--- config.mk ---
export PLATFORM = sky130hd
export DESIGN_NAME = sm3_msg_expand
export DESIGN_NICKNAME = d
export VERILOG_FILES = /design/src/rtl/sm3x_pkg.sv /design/src/rtl/sm3x_prelim.sv /design/src/rtl/sm3x_final.sv /design/src/rtl/sm3x_stage.sv /design/src/rtl/sm3_msg_expand.sv
export SDC_FILE = /design/constraint.sdc
export NUM_CORES = 1
export LEC_CHECK = 0
export ABC_AREA = 1
export BUFFER_PORTS_ARGS = -buffer_cell sky130_fd_sc_hd__buf_4
export CAP_MARGIN = 20
export CELL_PAD_IN_SITES_DETAIL_PLACEMENT = 0
export CELL_PAD_IN_SITES_GLOBAL_PLACEMENT = 1
export CORE_MARGIN = 2
export CORE_UTILIZATION = 38
export CTS_BUF_LIST = sky130_fd_sc_hd__clkbuf_2
export CTS_CLUSTER_DIAMETER = 120
export DETAILED_ROUTE_END_ITERATION = 12
export PLACE_DENSITY_LB_ADDON = 0.1
export SYNTH_ARGS = -nofsm -noshare
export SYNTH_HDL_FRONTEND = slang
export SYNTH_SLANG_ARGS = --single-unit
--- constraint.sdc ---
create_clock -name clk -period 3.02 [get_ports clk]
set_input_delay 0.302 -clock clk [delete_from_list [all_inputs] [get_ports clk]]
set_output_delay 0.302 -clock clk [all_outputs]
set_load 0.01 [all_outputs]
--- src/rtl/sm3x_pkg.sv ---
package sm3x_pkg;
  localparam int LANE_W = 32;
  localparam int LANES  = 4;
  localparam int VEC_W  = LANE_W * LANES;

  localparam int P1_ROT_A  = 15;
  localparam int P1_ROT_B  = 23;
  localparam int PRE_ROT   = 15;
  localparam int FIN_ROT   = 7;
  localparam int MIX_ROT_A = 6;
  localparam int MIX_ROT_B = 15;
  localparam int MIX_ROT_C = 30;

  typedef logic [LANE_W-1:0] lane_t;

  typedef enum logic {
    OP_PRE = 1'b0,
    OP_FIN = 1'b1
  } op_e;

  function automatic lane_t rotl(input lane_t x, input int n);
    return (x << n) | (x >> (LANE_W - n));
  endfunction

  function automatic lane_t perm_p1(input lane_t x);
    return x ^ rotl(x, P1_ROT_A) ^ rotl(x, P1_ROT_B);
  endfunction
endpackage

--- src/rtl/sm3x_prelim.sv ---
module sm3x_prelim
  import sm3x_pkg::*;
(
  input  logic [VEC_W-1:0]          a_i,
  input  logic [VEC_W-LANE_W-1:0]   b_lo_i,
  input  logic [VEC_W-1:0]          c_i,
  output logic [VEC_W-1:0]          res_o
);
  for (genvar g = 0; g < LANES; g++) begin : g_lane
    if (g < LANES - 1) begin : g_rot
      always_comb begin
        res_o[g*LANE_W +: LANE_W] = perm_p1(a_i[g*LANE_W +: LANE_W]
                                          ^ c_i[g*LANE_W +: LANE_W]
                                          ^ rotl(b_lo_i[g*LANE_W +: LANE_W], PRE_ROT));
      end
    end else begin : g_plain
      always_comb begin
        res_o[g*LANE_W +: LANE_W] = perm_p1(a_i[g*LANE_W +: LANE_W]
                                          ^ c_i[g*LANE_W +: LANE_W]);
      end
    end
  end
endmodule

--- src/rtl/sm3x_final.sv ---
module sm3x_final
  import sm3x_pkg::*;
(
  input  logic [VEC_W-1:0] a_i,
  input  logic [VEC_W-1:0] b_i,
  input  logic [VEC_W-1:0] c_i,
  output logic [VEC_W-1:0] res_o
);
  logic [VEC_W-1:0] base;
  lane_t            first;

  for (genvar g = 0; g < LANES; g++) begin : g_lane
    always_comb begin
      base[g*LANE_W +: LANE_W] = rotl(b_i[g*LANE_W +: LANE_W], FIN_ROT)
                               ^ c_i[g*LANE_W +: LANE_W]
                               ^ a_i[g*LANE_W +: LANE_W];
    end
  end

  assign first = base[LANE_W-1:0];

  always_comb begin
    res_o = base;
    res_o[VEC_W-1 -: LANE_W] = base[VEC_W-1 -: LANE_W]
                             ^ rotl(first, MIX_ROT_A)
                             ^ rotl(first, MIX_ROT_B)
                             ^ rotl(first, MIX_ROT_C);
  end
endmodule

--- src/rtl/sm3x_stage.sv ---
module sm3x_stage #(
  parameter int W = 128
) (
  input  logic         clk,
  input  logic         rst,
  input  logic         in_valid,
  output logic         in_ready,
  input  logic [W-1:0] in_data,
  output logic         out_valid,
  input  logic         out_ready,
  output logic [W-1:0] out_data
);
  logic         full_q;
  logic [W-1:0] data_q;

  assign in_ready  = !full_q || out_ready;
  assign out_valid = full_q;
  assign out_data  = data_q;

  always_ff @(posedge clk) begin
    if (rst) begin
      full_q <= 1'b0;
      data_q <= '0;
    end else if (in_ready) begin
      full_q <= in_valid;
      if (in_valid) data_q <= in_data;
    end
  end

  a_r5_accept_then_valid: assert property (@(posedge clk) disable iff (rst)
    (in_valid && in_ready) |=> out_valid);

  a_r6_hold_on_stall: assert property (@(posedge clk) disable iff (rst)
    (out_valid && !out_ready) |=> (out_valid && $stable(out_data)));

  a_r7_reset_clears: assert property (@(posedge clk) disable iff (rst)
    $past(rst) |-> (!out_valid && out_data == '0));

  a_r8_idle_drain: assert property (@(posedge clk) disable iff (rst)
    (out_valid && out_ready && !in_valid) |=> !out_valid);
endmodule

--- src/rtl/sm3_msg_expand.sv ---
module sm3_msg_expand
  import sm3x_pkg::*;
(
  input  logic              clk,
  input  logic              rst,
  input  logic              in_valid,
  output logic              in_ready,
  input  logic              in_op,
  input  logic [VEC_W-1:0]  in_a,
  input  logic [VEC_W-1:0]  in_b,
  input  logic [VEC_W-1:0]  in_c,
  output logic              out_valid,
  input  logic              out_ready,
  output logic [VEC_W-1:0]  out_data
);
  logic [VEC_W-1:0] pre_res;
  logic [VEC_W-1:0] fin_res;
  logic [VEC_W-1:0] sel_res;

  sm3x_prelim u_prelim (
    .a_i    (in_a),
    .b_lo_i (in_b[VEC_W-LANE_W-1:0]),
    .c_i    (in_c),
    .res_o  (pre_res)
  );

  sm3x_final u_final (
    .a_i   (in_a),
    .b_i   (in_b),
    .c_i   (in_c),
    .res_o (fin_res)
  );

  always_comb begin
    if (op_e'(in_op) == OP_FIN) sel_res = fin_res;
    else                        sel_res = pre_res;
  end

  sm3x_stage #(.W(VEC_W)) u_stage (
    .clk       (clk),
    .rst       (rst),
    .in_valid  (in_valid),
    .in_ready  (in_ready),
    .in_data   (sel_res),
    .out_valid (out_valid),
    .out_ready (out_ready),
    .out_data  (out_data)
  );
endmodule

* After elaboration in Yosys (flattened, before gate mapping)
Cells that the tools add are included.
Storage, ports and cells: flip-flop bits (word level) 129, input port bits 389, output and inout bits 130, word-level logic and storage cells 50
Operators by class: mux-type cells 1, bitwise operators 44, reductions and logical operators 3
Operators with widths (number):
- $xor A32 B32 Y32 | 26
- $or A32 B15 Y32 | 8
- $mux W128 | 1
- $or A32 B23 Y32 | 4
- $or A32 B7 Y32 | 4
- $or A32 B30 Y32 | 1
- $or A32 B6 Y32 | 1
- $reduce_and A2 Y1 | 1
- $logic_not A1 Y1 | 1
- $logic_or A1 B1 Y1 | 1

* Depth between registers and ports, before layout
Gate-level depths: netlist (run 1).
word-level depth 8, depth in mapped cells 14, gate-level depth less buffers 14

* Modules after synthesis
From an unflattened synthesis (run 1), not the netlist that was laid out.
Unflattened totals: cells, all modules 4065, area total of the unflattened synthesis 20468.4 µm²
Modules (own cells, without submodules):
- sm3x_prelim | instances 1, cells an instance 1800, area each 7848.8 µm², sequential area each 0.0 µm²
- sm3x_stage | instances 1, cells an instance 845, area each 5926.9 µm², sequential area each 2582.5 µm²
- sm3x_final | instances 1, cells an instance 1007, area each 4936.0 µm², sequential area each 0.0 µm²
- sm3_msg_expand | instances 1, cells an instance 413, area each 1756.7 µm², sequential area each 0.0 µm²

* Worst setup path after synthesis (run 1)
No wires, ideal clock.
path type register -> register, from register u_stage.full_q (netlist: u_stage.out_valid), to register u_stage.data_q[42] (netlist: u_stage.out_data[42]), setup time 122 ps, data arrival time 1218 ps, data required time 2898 ps, path slack 1680 ps, cell stages (with the launch flop) 9, buffers on the path 2, clock period less this slack 1340 ps, cell sequence dfxtp_1 > nand2_2 > nand2_2 > inv_2 > buf_4 > clkbuf_1 > o21ai_0 > inv_1 > a21oi_2
On the way: longest elaborated chain between the ends 3
RTL lines:
- start: declaration | line sm3x_stage.sv:13 | logic full_q;
- start signal: assignment | line sm3x_stage.sv:25 | full_q <= in_valid;
- $logic_not A1 Y1 | line sm3x_stage.sv:16 | assign in_ready = !full_q || out_ready;
- $logic_or A1 B1 Y1 | line sm3x_stage.sv:16
- via in_ready | line sm3_msg_expand.sv:7 | output logic in_ready,
- $reduce_and A2 Y1 (no line)
- end signal: assignment | line sm3x_stage.sv:26 | if (in_valid) data_q <= in_data;
- end: declaration | line sm3x_stage.sv:14 | logic [W-1:0] data_q;
The timed path passes the listed nets, and every way through them passes these cells. A chain may end at the register's enable or synchronous reset.

* Worst setup path in the final report (run 1)
from register u_stage.full_q (netlist: u_stage.out_valid), to register u_stage.data_q[56] (netlist: u_stage.out_data[56])
On the way: longest elaborated chain between the ends 3
RTL lines (line):
- $logic_not A1 Y1 | sm3x_stage.sv:16
- $logic_or A1 B1 Y1 | sm3x_stage.sv:16
- $reduce_and A2 Y1 (no line)
No other way between the ends.

==> results of run 1 <==
-- metal layers --
metal	track usage [%]	part of all wire, %
met2	50.39	47
met1	36.93	43
met5	0	0.017
met4	10.05	3.3
met3	4.403	6.3
-- Yosys cell counts (6+ instances only) --
master       n  area share [%]
nand3_2     11            0.69
xor2_2      33             3.4
nand3_1    299             9.4
nand2_1   1134              27
xnor2_2     27             2.8
buf_2       18            0.57
buf_4        6            0.28
xor2_1     144             7.9
nand3b_1    16            0.75
o21ai_1     17            0.53
a21oi_1    111             3.5
clkbuf_1    41            0.97
xnor2_1    108             5.9
nand2_2     15            0.59
inv_2       39            0.92
o21ai_0    160             5.0
inv_1      420             9.9
nor2_1      66             1.6
dfxtp_1    129              16
a21oi_2     29             1.6
-- registers in the layout, indices dropped and copies added (netlist names) --
name and flops:
u_stage.out_data 128, u_stage.out_valid 1
-- logic make-up after synthesis --
kind of cell,count (synthesis),synth area share (%)
XOR/XNOR,312,19.97
buffers and inverters,528,12.76
flip-flops,129,16.20
AND/OR/NAND/NOR,1556,40.27
AO/OA/AOI/OAI,321,10.80
-- power by group --
part,total (uW),leakage (uW),switching [uW],internal [uW]
combinational,4470,0.0117,2570,1900
clock,1310,0.000153,900,413
sequential,1990,0.00107,117,1880
total,7770,0.0129,3590,4190
-- cell type report --
class	instances	area [um2]
Multi-Input combinational cell	2189	11320
Tap cell	539	674.4
Timing Repair Buffer	754	6281
Sequential cell	129	2582
Fill cell	4318	18810
Inverter	459	1733
Clock inverter	15	172.7
Clock buffer	17	85.08
Antenna cell	3	7.507
-- per-stage QoR --
| stage | hold slack, ns | setup WS, ns | std cells | utilization, % |
|---|---|---|---|---|
| after global routing | 0.04273 | 0.1569 | 4105 | 54.86 |
| after CTS | 0.003151 | 0.1936 | 4102 | 54.84 |
| after global placement | 0.4531 | 1.160 | 3847 | 48.86 |
| after floorplan | 0.4900 | 1.680 | 2846 | - |
| after detailed placement | 0.4602 | 1.128 | 3847 | 48.86 |
| final | 0.05663 | 0.2812 | 4105 | 54.86 |
-- what timing repair did --
| item | 4_1_cts | 5_1_grt |
|---|---|---|
| buffers inserted | 0 | 0 |
| hold buffers | 223 | 0 |
| setup endpoints to repair | 0 | 2 |
| hold endpoints to repair | 104 | 0 |
| resized for setup | 0 | 1 |
-- path summary, 6_finish.rpt --
path,from,endpoint,slack (ns),cells past startpoint
max,u_stage.out_valid$_SDFFE_PP0N_,u_stage.out_data[56]$_SDFFE_PP0P_,0.28,9
min,in_a[71],u_stage.out_data[71]$_SDFFE_PP0P_,0.06,6
max reg2reg,u_stage.out_valid$_SDFFE_PP0N_,u_stage.out_data[56]$_SDFFE_PP0P_,0.28,9
min reg2reg,u_stage.out_data[11]$_SDFFE_PP0P_,u_stage.out_data[11]$_SDFFE_PP0P_,0.49,2
-- worst min-delay path, cell delays in order --
cell     delay, ns
buf_4         0.08
xnor2_1       0.13
xor2_1        0.14
o21ai_0       0.08
inv_1         0.05
a21oi_1       0.05
==> results by group, run 1 <==
Setup path
  – Crit Path Class: flop to flop
  – Worst Setup End Kind: flop
  – Critical path's slowest cell: dlygate4sd3_1
  – Bufs and invs on worst path: 5
  – Critical Path AT: 3.48 ns
  – Family with the most delay on the worst path: buffers and inverters
  – Slowest cell delay on critical path: 0.59 ns
  – Data required, critical path: 3.76 ns
  – Crit-path cells: nand2_2 > nand2_2 > inv_6 > buf_4 > o21ai_0 > dlygate4sd3_1 > inv_1 > a21oi_2 > dlygate4sd3_1
  – CP Launch Type: flop
  – Max FO, Critical Path: 70

Timing
  – Clk_skew: 0.04343 ns
  – Worst slew margin: 36.20%
  – Crit path time final: 2.739 ns
  – Final Max Slew Viols: 0
  – Final setup fails: 0
  – F_max: 365.1 MHz
  – Setup_tns: 0 ns
  – Tcrit/Tclk final: 90.69%
  – Endpoints failing hold: 0
  – Slew at the pin with the worst max-slew slack: 0.9569 ns
  – RSZ-0062 raised after global routing: false

Finish
  – Share of post-route cells with drive strength above 1: 20.15%
  – Fin area: 22,860 um2
  – # nets final: 3,939
  – Most common cell after layout, fill and taps aside: nand2_1
  – Commonest cells after routing, fill and taps aside: 1,134 x nand2_1, 526 x buf_4, 420 x inv_1, 299 x nand3_1, 223 x dlygate4sd3_1
  – Area Overhead vs Synth: 43.41%

Clock tree
  – TritonCTS clock tree: done
  – CTS sink count: 129
  – CTS clk-pin slew, worst paths: 0.27 ns
  – Clock Latency Late Sink: 0.81 ns
  – Deepest clock path buffer count: 2
  – Clk root buf: clkbuf_2
  – Clock H-tree levels: 4
  – TritonCTS Buffers: 17

Placed design
  – GP Congestion: 0.9194
  – Post-DP HPWL: 50,400 um
  – Port Buffers: 518
  – Dpl cell area: 20,360 um2

Global routing
  – Vias in the first global route: 19,270
  – Overall global routing resource usage: 29.16%
  – Initial antenna violation count: 5
  – Pin count of the biggest net entering global routing: 71
  – Global route total overflow: 0
  – First-pass GRT wire length: 100,700 um

Pwr
  – Leak pwr: 0.01291 uW
  – Peak supply drop: 200.8 uV
  – PD cells: 340.1 nW/um2
  – Tot Pwr: 7774 uW

Synth
  – Number of synthesized flops with an enable pin: 0
  – Cells after synthesis: 2,846
  – Register bit total from synthesis: 129
  – Yosys warns: 0
  – Syn nets: 3,235
  – Sequential fraction of the synthesis area: 16.20%
  – Post-Syn Area: 15,940 um2
  – Yosys cell types: 29
  – Post-synth ARST share: 0%
  – Ys flop type: dfxtp_1
  – Synth Area per Inst: 5.601 um2

Routing
  – Drt drc: 0
  – DR pass1 iterations: 5
  – DRT iter0 DRCs: 1,206
  – Final wirelength: 64,840 um
  – Antenna Violating Nets Remaining: 0
  – Routed WL per cell: 15.80 um
  – Vias per inst: 4.850
  – Routed via count: 19,910

Floorplanning
  – I/O pins: 519
  – Core ar.: 41,670 um2
  – Die Area: 43,600 um2
  – Die Y: 208.8 um
  – Die Wd: 208.8 um
  – Starting density of the core: 38.26%
  – Cell Rows: 75

Worst hold path
  – Hold Path Class: primary input to flop

Run
  – Maximum Capacitance Violations: 0

Run status
  – Status: finished clean
Note: power is estimated with default switching activity, not from simulation.
==> run 2: changes to the inputs <==
--- a/config.mk
+++ b/config.mk
@@ -10,7 +10,7 @@
 export CAP_MARGIN = 20
 export CELL_PAD_IN_SITES_DETAIL_PLACEMENT = 0
 export CELL_PAD_IN_SITES_GLOBAL_PLACEMENT = 1
-export CORE_MARGIN = 2
+export CORE_MARGIN = 10
 export CORE_UTILIZATION = 38
 export CTS_BUF_LIST = sky130_fd_sc_hd__clkbuf_2
 export CTS_CLUSTER_DIAMETER = 120
==> run 2 against run 1 <==
Clock skew up 0.0074 ns. Largest power group unchanged. Fmax decreased by 4.5%. Routed wire length increased by 11%. Core utilization up 1.1 points. Global-route usage down 1.7 points. Hold slack improved by 0.015 ns. Final area is 0.71% higher. Largest cell class unchanged.
==> results by group, run 2 (synthesis gave the netlist of run 1 again) <==
Setup path
  – Data required, critical path: 3.77 ns (about the same)
  – Max FO, Critical Path: 94 (+34%)
  – Crit-path cells: nand2_2 > nand2_2 > inv_4 > buf_12 > o21ai_0 > dlygate4sd3_1 > inv_1 > a21oi_2 > dlygate4sd3_1
  – Critical Path AT: 3.62 ns (+0.14 ns)
  – Family with the most delay on the worst path: buffers and inverters
  – Worst Setup End Kind: flop
  – CP Launch Type: flop
  – Bufs and invs on worst path: 5 (unchanged)
  – Critical path's slowest cell: dlygate4sd3_1
  – Crit Path Class: flop to flop
  – Slowest cell delay on critical path: 0.59 ns (about the same)

Finish
  – Post-layout util: 56.00% (+1.1 points)
  – Share of post-route cells with drive strength above 1: 19.91% (-0.25 points)
  – # nets final: 3,963 (+0.61%)
  – Area Overhead vs Synth: 44.43%
  – Most common cell after layout, fill and taps aside: nand2_1
  – # fillers: 4,185 (-3.1%)
  – Largest register FFs: 128 (unchanged)
  – Commonest cells after routing, fill and taps aside: 1,134 x nand2_1, 524 x buf_4, 420 x inv_1, 299 x nand3_1, 251 x dlygate4sd3_1

Timing
  – Final setup fails: 0 (unchanged)
  – F_max: 348.6 MHz (-4.5%)
  – Post-route setup slack: 0.1517 ns (-0.1295 ns)
  – Worst slew margin: 34.48% (-1.7 points)
  – Clk_skew: 0.05080 ns (+0.007373 ns)
  – Endpoints failing hold: 0 (unchanged)
  – Slew at the pin with the worst max-slew slack: 0.9828 ns (+0.02585 ns)
  – Final Max Slew Viols: 0 (unchanged)
  – Tcrit/Tclk final: 94.98% (+4.3 points)
  – RSZ-0062 raised after global routing: false
  – Crit path time final: 2.868 ns (+0.1295 ns)
  – Setup_tns: 0 ns (unchanged)

Run
  – Maximum Capacitance Violations: 0 (unchanged)

Pwr
  – Peak supply drop: 180.9 uV (-9.9%)
  – Tot Pwr: 7660 uW (-1.5%)
  – PD cells: 332.7 nW/um2 (-2.2%)
  – Leak pwr: 0.01297 uW (+0.43%)

Global routing
  – Pin count of the biggest net entering global routing: 173 (+140%)
  – Met2 Use GR: 47.34% (-3.1 points)
  – Global route total overflow: 0 (unchanged)
  – Vias in the first global route: 19,690 (+2.2%)
  – First-pass GRT wire length: 109,200 um (+8.4%)
  – M3 GR Usage: 5.322% (+0.92 points)
  – Grt peak-use layer: met2
  – Initial antenna violation count: 3 (-2)
  – Overall global routing resource usage: 27.44% (-1.7 points)
  – GR Util met1: 33.80% (-3.1 points)

Routing
  – Vias per inst: 4.883 (+0.67%)
  – Final wirelength: 71,710 um (+11%)
  – Drt drc: 0 (unchanged)
  – Routed WL per cell: 17.40 um (+10%)
  – Antenna Violating Nets Remaining: 0 (unchanged)
  – Routed via count: 20,130 (+1.1%)
  – DR pass1 iterations: 6 (+1)
  – DRT iter0 DRCs: 1,397 (+16%)

Floorplanning
  – Cell Rows: 74 (-1.3%)
  – Die Wd: 224.8 um (+7.7%)
  – Die Area: 50,540 um2 (+16%)
  – Core ar.: 41,110 um2 (-1.3%)
  – Starting density of the core: 38.78% (+0.52 points)
  – Die Y: 224.8 um (+7.7%)
  – I/O pins: 519 (unchanged)

Placed design
  – GP Congestion: 0.9572 (+4.1%)
  – Post-DP HPWL: 56,470 um (+12%)
  – Port Buffers: 518 (unchanged)
  – Worst slack, placed: 1.014 ns (-0.1142 ns)

Run status
  – Status: finished clean

Clock tree
  – Clock Latency Late Sink: 0.84 ns (+0.03 ns)
  – Clk root buf: clkbuf_2
  – Cts-stage hold buffer count: 251 (+13%)
  – Deepest clock path buffer count: 2 (unchanged)
  – Post-cts resize count: 0 (unchanged)
  – TritonCTS clock tree: done
  – Clock H-tree levels: 4 (unchanged)
  – CTS clk-pin slew, worst paths: 0.25 ns (-0.02 ns)
  – CTS sink count: 129 (unchanged)
  – TritonCTS Buffers: 17 (unchanged)
  – # Post-CTS Setup Buffers: 0 (unchanged)

Worst hold path
  – Hold Path Class: primary input to flop
[run 2: changes by cell type in the layout (fill, tap and decap cells not counted), sizes merged]
cell | previous run | this run
clkinv | 3 | 7
bufinv | 2 | 1
dlygate4sd3 | 223 | 251
clkbuf | 17 | 19
inv | 468 | 460
buf | 531 | 527
clkinvlp | 1 | 4
[run 2: metrics by stage]
step	std cells	cell area, um2	hold slack [ns]
finish	4122	23020	0.07182
CTS	4119	23010	0.0004075
global route	4122	23020	0.04566
global placement	3836	20290	0.4525
detailed placement	3836	20290	0.4569
floorplan	2846	15940	0.4900
[run 2: worst reg2reg max path, cell delays in order, from the launching register on]
cell and delay, ns:
dfxtp_1 0.38, nand2_2 0.09, nand2_2 0.07, inv_4 0.32, buf_12 0.40, o21ai_0 0.24
dlygate4sd3_1 0.59, inv_1 0.07, a21oi_2 0.05, dlygate4sd3_1 0.57
[run 2: power breakdown]
part           switching [uW]  total (uW)  internal [uW]
clock                     802        1100            301
combinational            2630        4570           1940
sequential                115        1990           1870
total                    3550        7660           4110
[run 2: cell type report]
| cell class | instances | area [um2] | area share (%) |
|---|---|---|---|
| Timing Repair Buffer | 778 | 6506 | 28.26 |
| Multi-Input combinational cell | 2189 | 11320 | 49.18 |
| Tap cell | 532 | 665.6 | 2.891 |
| Antenna cell | 3 | 7.507 | 0.03261 |
| Inverter | 459 | 1728 | 7.505 |
| Clock inverter | 13 | 113.9 | 0.4946 |
| Sequential cell | 129 | 2582 | 11.22 |
| Clock buffer | 19 | 95.09 | 0.4130 |
[run 2: routing by layer]
| layer | routed length [um] | part of all wire (%) | vias up |
|---|---|---|---|
| li1 | - | - | 10170 |
| met1 | 30770 | 43 | 9220 |
| met2 | 34280 | 48 | 658 |
| met3 | 4886 | 6.8 | 78 |
| met4 | 1778 | 2.5 | 0 |
| met5 | 0 | 0 | - |
[run 2: path summary, 6_finish.rpt]
path	from	slack (ns)	end	cells after the start
max	u_stage.out_valid$_SDFFE_PP0N_	0.15	u_stage.out_data[61]$_SDFFE_PP0P_	9
min	in_c[54]	0.07	u_stage.out_data[54]$_SDFFE_PP0P_	7
max reg2reg	u_stage.out_valid$_SDFFE_PP0N_	0.15	u_stage.out_data[61]$_SDFFE_PP0P_	9
min reg2reg	u_stage.out_data[34]$_SDFFE_PP0P_	0.48	u_stage.out_data[34]$_SDFFE_PP0P_	2
==> run 3: changes to the inputs <==
--- a/config.mk
+++ b/config.mk
@@ -10,6 +10,7 @@
 export CAP_MARGIN = 20
 export CELL_PAD_IN_SITES_DETAIL_PLACEMENT = 0
 export CELL_PAD_IN_SITES_GLOBAL_PLACEMENT = 1
+export CORE_ASPECT_RATIO = 0.5
 export CORE_MARGIN = 10
 export CORE_UTILIZATION = 38
 export CTS_BUF_LIST = sky130_fd_sc_hd__clkbuf_2
==> run 3 against run 2 <==
Clock power is 11% higher. Die area is 0.99% higher. Hold slack worse by 0.019 ns. Critical path type is now primary input to flop. Largest cell class unchanged.
==> results by group, run 3 (synthesis gave the netlist of run 1 again) <==
Run status
  – Status: finished clean

Floorplanning
  – Die Area: 51,040 um2 (+0.99%)
  – Die Wd: 309.7 um (+38%)
  – Starting density of the core: 38.95% (+0.18 points)
  – Core ar.: 40,920 um2 (-0.45%)
  – Cell Rows: 52 (-30%)
  – Die Y: 164.8 um (-27%)
  – I/O pins: 519 (unchanged)

Routing
  – Final wirelength: 66,560 um (-7.2%)
  – Antenna Violating Nets Remaining: 0 (unchanged)
  – Routed WL per cell: 15.94 um (-8.4%)
  – Vias per inst: 4.755 (-2.6%)
  – DRT iter0 DRCs: 1,189 (-15%)
  – DR pass1 iterations: 7 (+1)
  – Routed via count: 19,860 (-1.3%)
  – Drt drc: 0 (unchanged)

Finish
  – # nets final: 4,009 (+1.2%)
  – Footprint of the multi-input gates: 11,320 um2 (unchanged)
  – Register area: 2582 um2 (unchanged)
  – Most common cell after layout, fill and taps aside: nand2_1
  – Fin cells: 4,176 (+1.3%)
  – # fillers: 4,244 (+1.4%)
  – Area Overhead vs Synth: 47.46%
  – Share of post-route cells with drive strength above 1: 19.77% (-0.14 points)
  – Largest register FFs: 128 (unchanged)
  – Commonest cells after routing, fill and taps aside: 1,134 x nand2_1, 529 x buf_4, 420 x inv_1, 299 x nand3_1, 292 x dlygate4sd3_1
  – Fin area: 23,510 um2 (+2.1%)

Clock tree
  – TritonCTS clock tree: done
  – Clk root buf: clkbuf_2
  – Clock Latency Late Sink: 0.87 ns (+0.03 ns)
  – Clock H-tree levels: 4 (unchanged)
  – CTS clk-pin slew, worst paths: 0.27 ns (+0.02 ns)
  – Deepest clock path buffer count: 2 (unchanged)
  – TritonCTS Buffers: 17 (unchanged)
  – CTS sink count: 129 (unchanged)

Setup path
  – Critical Path AT: 3.69 ns (+0.07 ns)
  – Slowest cell delay on critical path: 0.60 ns (about the same)
  – Bufs and invs on worst path: 5 (unchanged)
  – Max FO, Critical Path: 5 (-95%)
  – Data required, critical path: 3.81 ns (+0.04 ns)
  – CP Launch Type: primary input
  – Crit-path cells: dlygate4sd3_1 > buf_4 > nand2_1 > nand3_1 > nand2_2 > nand2_1 > nand2_1 > nand2_1 > nand3_1 > dlygate4sd3_1 > nand3_1 > dlygate4sd3_1 > a21oi_1 > dlygate4sd3_1
  – Crit Path Class: primary input to flop
  – Worst Setup End Kind: flop
  – Family with the most delay on the worst path: buffers and inverters
  – Critical path's slowest cell: dlygate4sd3_1

Placed design
  – Dpl cell area: 20,340 um2 (+0.25%)
  – Post-DP HPWL: 51,830 um (-8.2%)
  – Placed insts: 3,849 (+0.34%)
  – GP Congestion: 0.8907 (-6.9%)
  – Port Buffers: 518 (unchanged)

Run
  – Maximum Capacitance Violations: 0 (unchanged)

Timing
  – Crit path time final: 2.904 ns (+0.03568 ns)
  – Final setup fails: 0 (unchanged)
  – RSZ-0062 raised after global routing: false
  – Slew at the pin with the worst max-slew slack: 0.8927 ns (-0.09007 ns)
  – Endpoints failing hold: 0 (unchanged)
  – F_max: 344.4 MHz (-1.2%)
  – Worst slew margin: 40.49% (+6.0 points)
  – Clk_skew: 0.04430 ns (-0.006497 ns)
  – Final Max Slew Viols: 0 (unchanged)
  – Setup_tns: 0 ns (unchanged)
  – Tcrit/Tclk final: 96.16% (+1.2 points)
  – Final hold slack: 0.05307 ns (-0.01875 ns)

Global routing
  – Initial antenna violation count: 4 (+1)
  – Vias in the first global route: 19,500 (-1.0%)
  – First-pass GRT wire length: 101,700 um (-6.9%)
  – Overall global routing resource usage: 25.06% (-2.4 points)
  – Pin count of the biggest net entering global routing: 71 (-59%)
  – Global route total overflow: 0 (unchanged)

Pwr
  – PD cells: 329.7 nW/um2 (-0.91%)
  – Peak supply drop: 209.8 uV (+16%)
  – Leak pwr: 0.01316 uW (+1.4%)

Worst hold path
  – Hold Path Class: primary input to flop
run 3: final timing paths:
check | startpoint | end | slack, ns | cells past startpoint
worst max-delay path | in_b[8] | u_stage.out_data[117]$_SDFFE_PP0P_ | 0.12 | 14
worst min-delay path | in_b[31] | u_stage.out_data[6]$_SDFFE_PP0P_ | 0.05 | 6
worst max register to register | u_stage.out_valid$_SDFFE_PP0N_ | u_stage.out_data[56]$_SDFFE_PP0P_ | 0.28 | 9
worst min register to register | u_stage.out_data[38]$_SDFFE_PP0P_ | u_stage.out_data[38]$_SDFFE_PP0P_ | 0.48 | 2
run 3: final cells by class:
class,instances,area share [%]
multi-input combinational,2189,48.17
sequential,129,10.99
clock inverter,14,0.6068
timing repair buffer,824,29.58
tap,540,2.874
clock buffer,17,0.3620
inverter,459,7.372
antenna,4,0.04258
run 3: worst register-to-register path, delay by kind of cell, from the launching register on:
| family | cells | cell delay [ns] |
|---|---|---|
| AND/OR/NAND/NOR | 2 | 0.18 |
| AO/OA/AOI/OAI | 2 | 0.17 |
| buffers and inverters | 5 | 1.91 |
| flip-flops | 1 | 0.38 |
run 3: repair_timing:
item / 4_1_cts / 5_1_grt
endpoints found under the setup margin: 0 / 1
hold buffers: 292 / 0
endpoints found under the hold margin: 119 / 0
resized for setup: 0 / 1
setup buffers: 0 / 0
run 3: stage by stage:
| step | power, uW | worst slack (ns) | utilization (%) |
|---|---|---|---|
| after detailed placement | 6070 | 1.153 | 49.71 |
| after floorplan | 4546 | 1.680 | - |
| after global placement | 6023 | 1.172 | 49.71 |
| final | 7750 | 0.1160 | 57.44 |
| after CTS | 7750 | 0.2058 | 57.41 |
| after global routing | 8388 | 0.005353 | 57.43 |
run 3: metal layers:
layer  GRT usage [%]  wire (um)
met5               0          0
met4           10.08       2488
met3           4.627       3631
met2           47.28      34190
met1           27.51      26260
run 3: power breakdown:
group	total (uW)	leakage [uW]	switching [uW]	internal, uW
registers	1970	0.00107	98.6	1880
logic	4560	0.0120	2550	2010
clock network	1220	0.000126	846	370
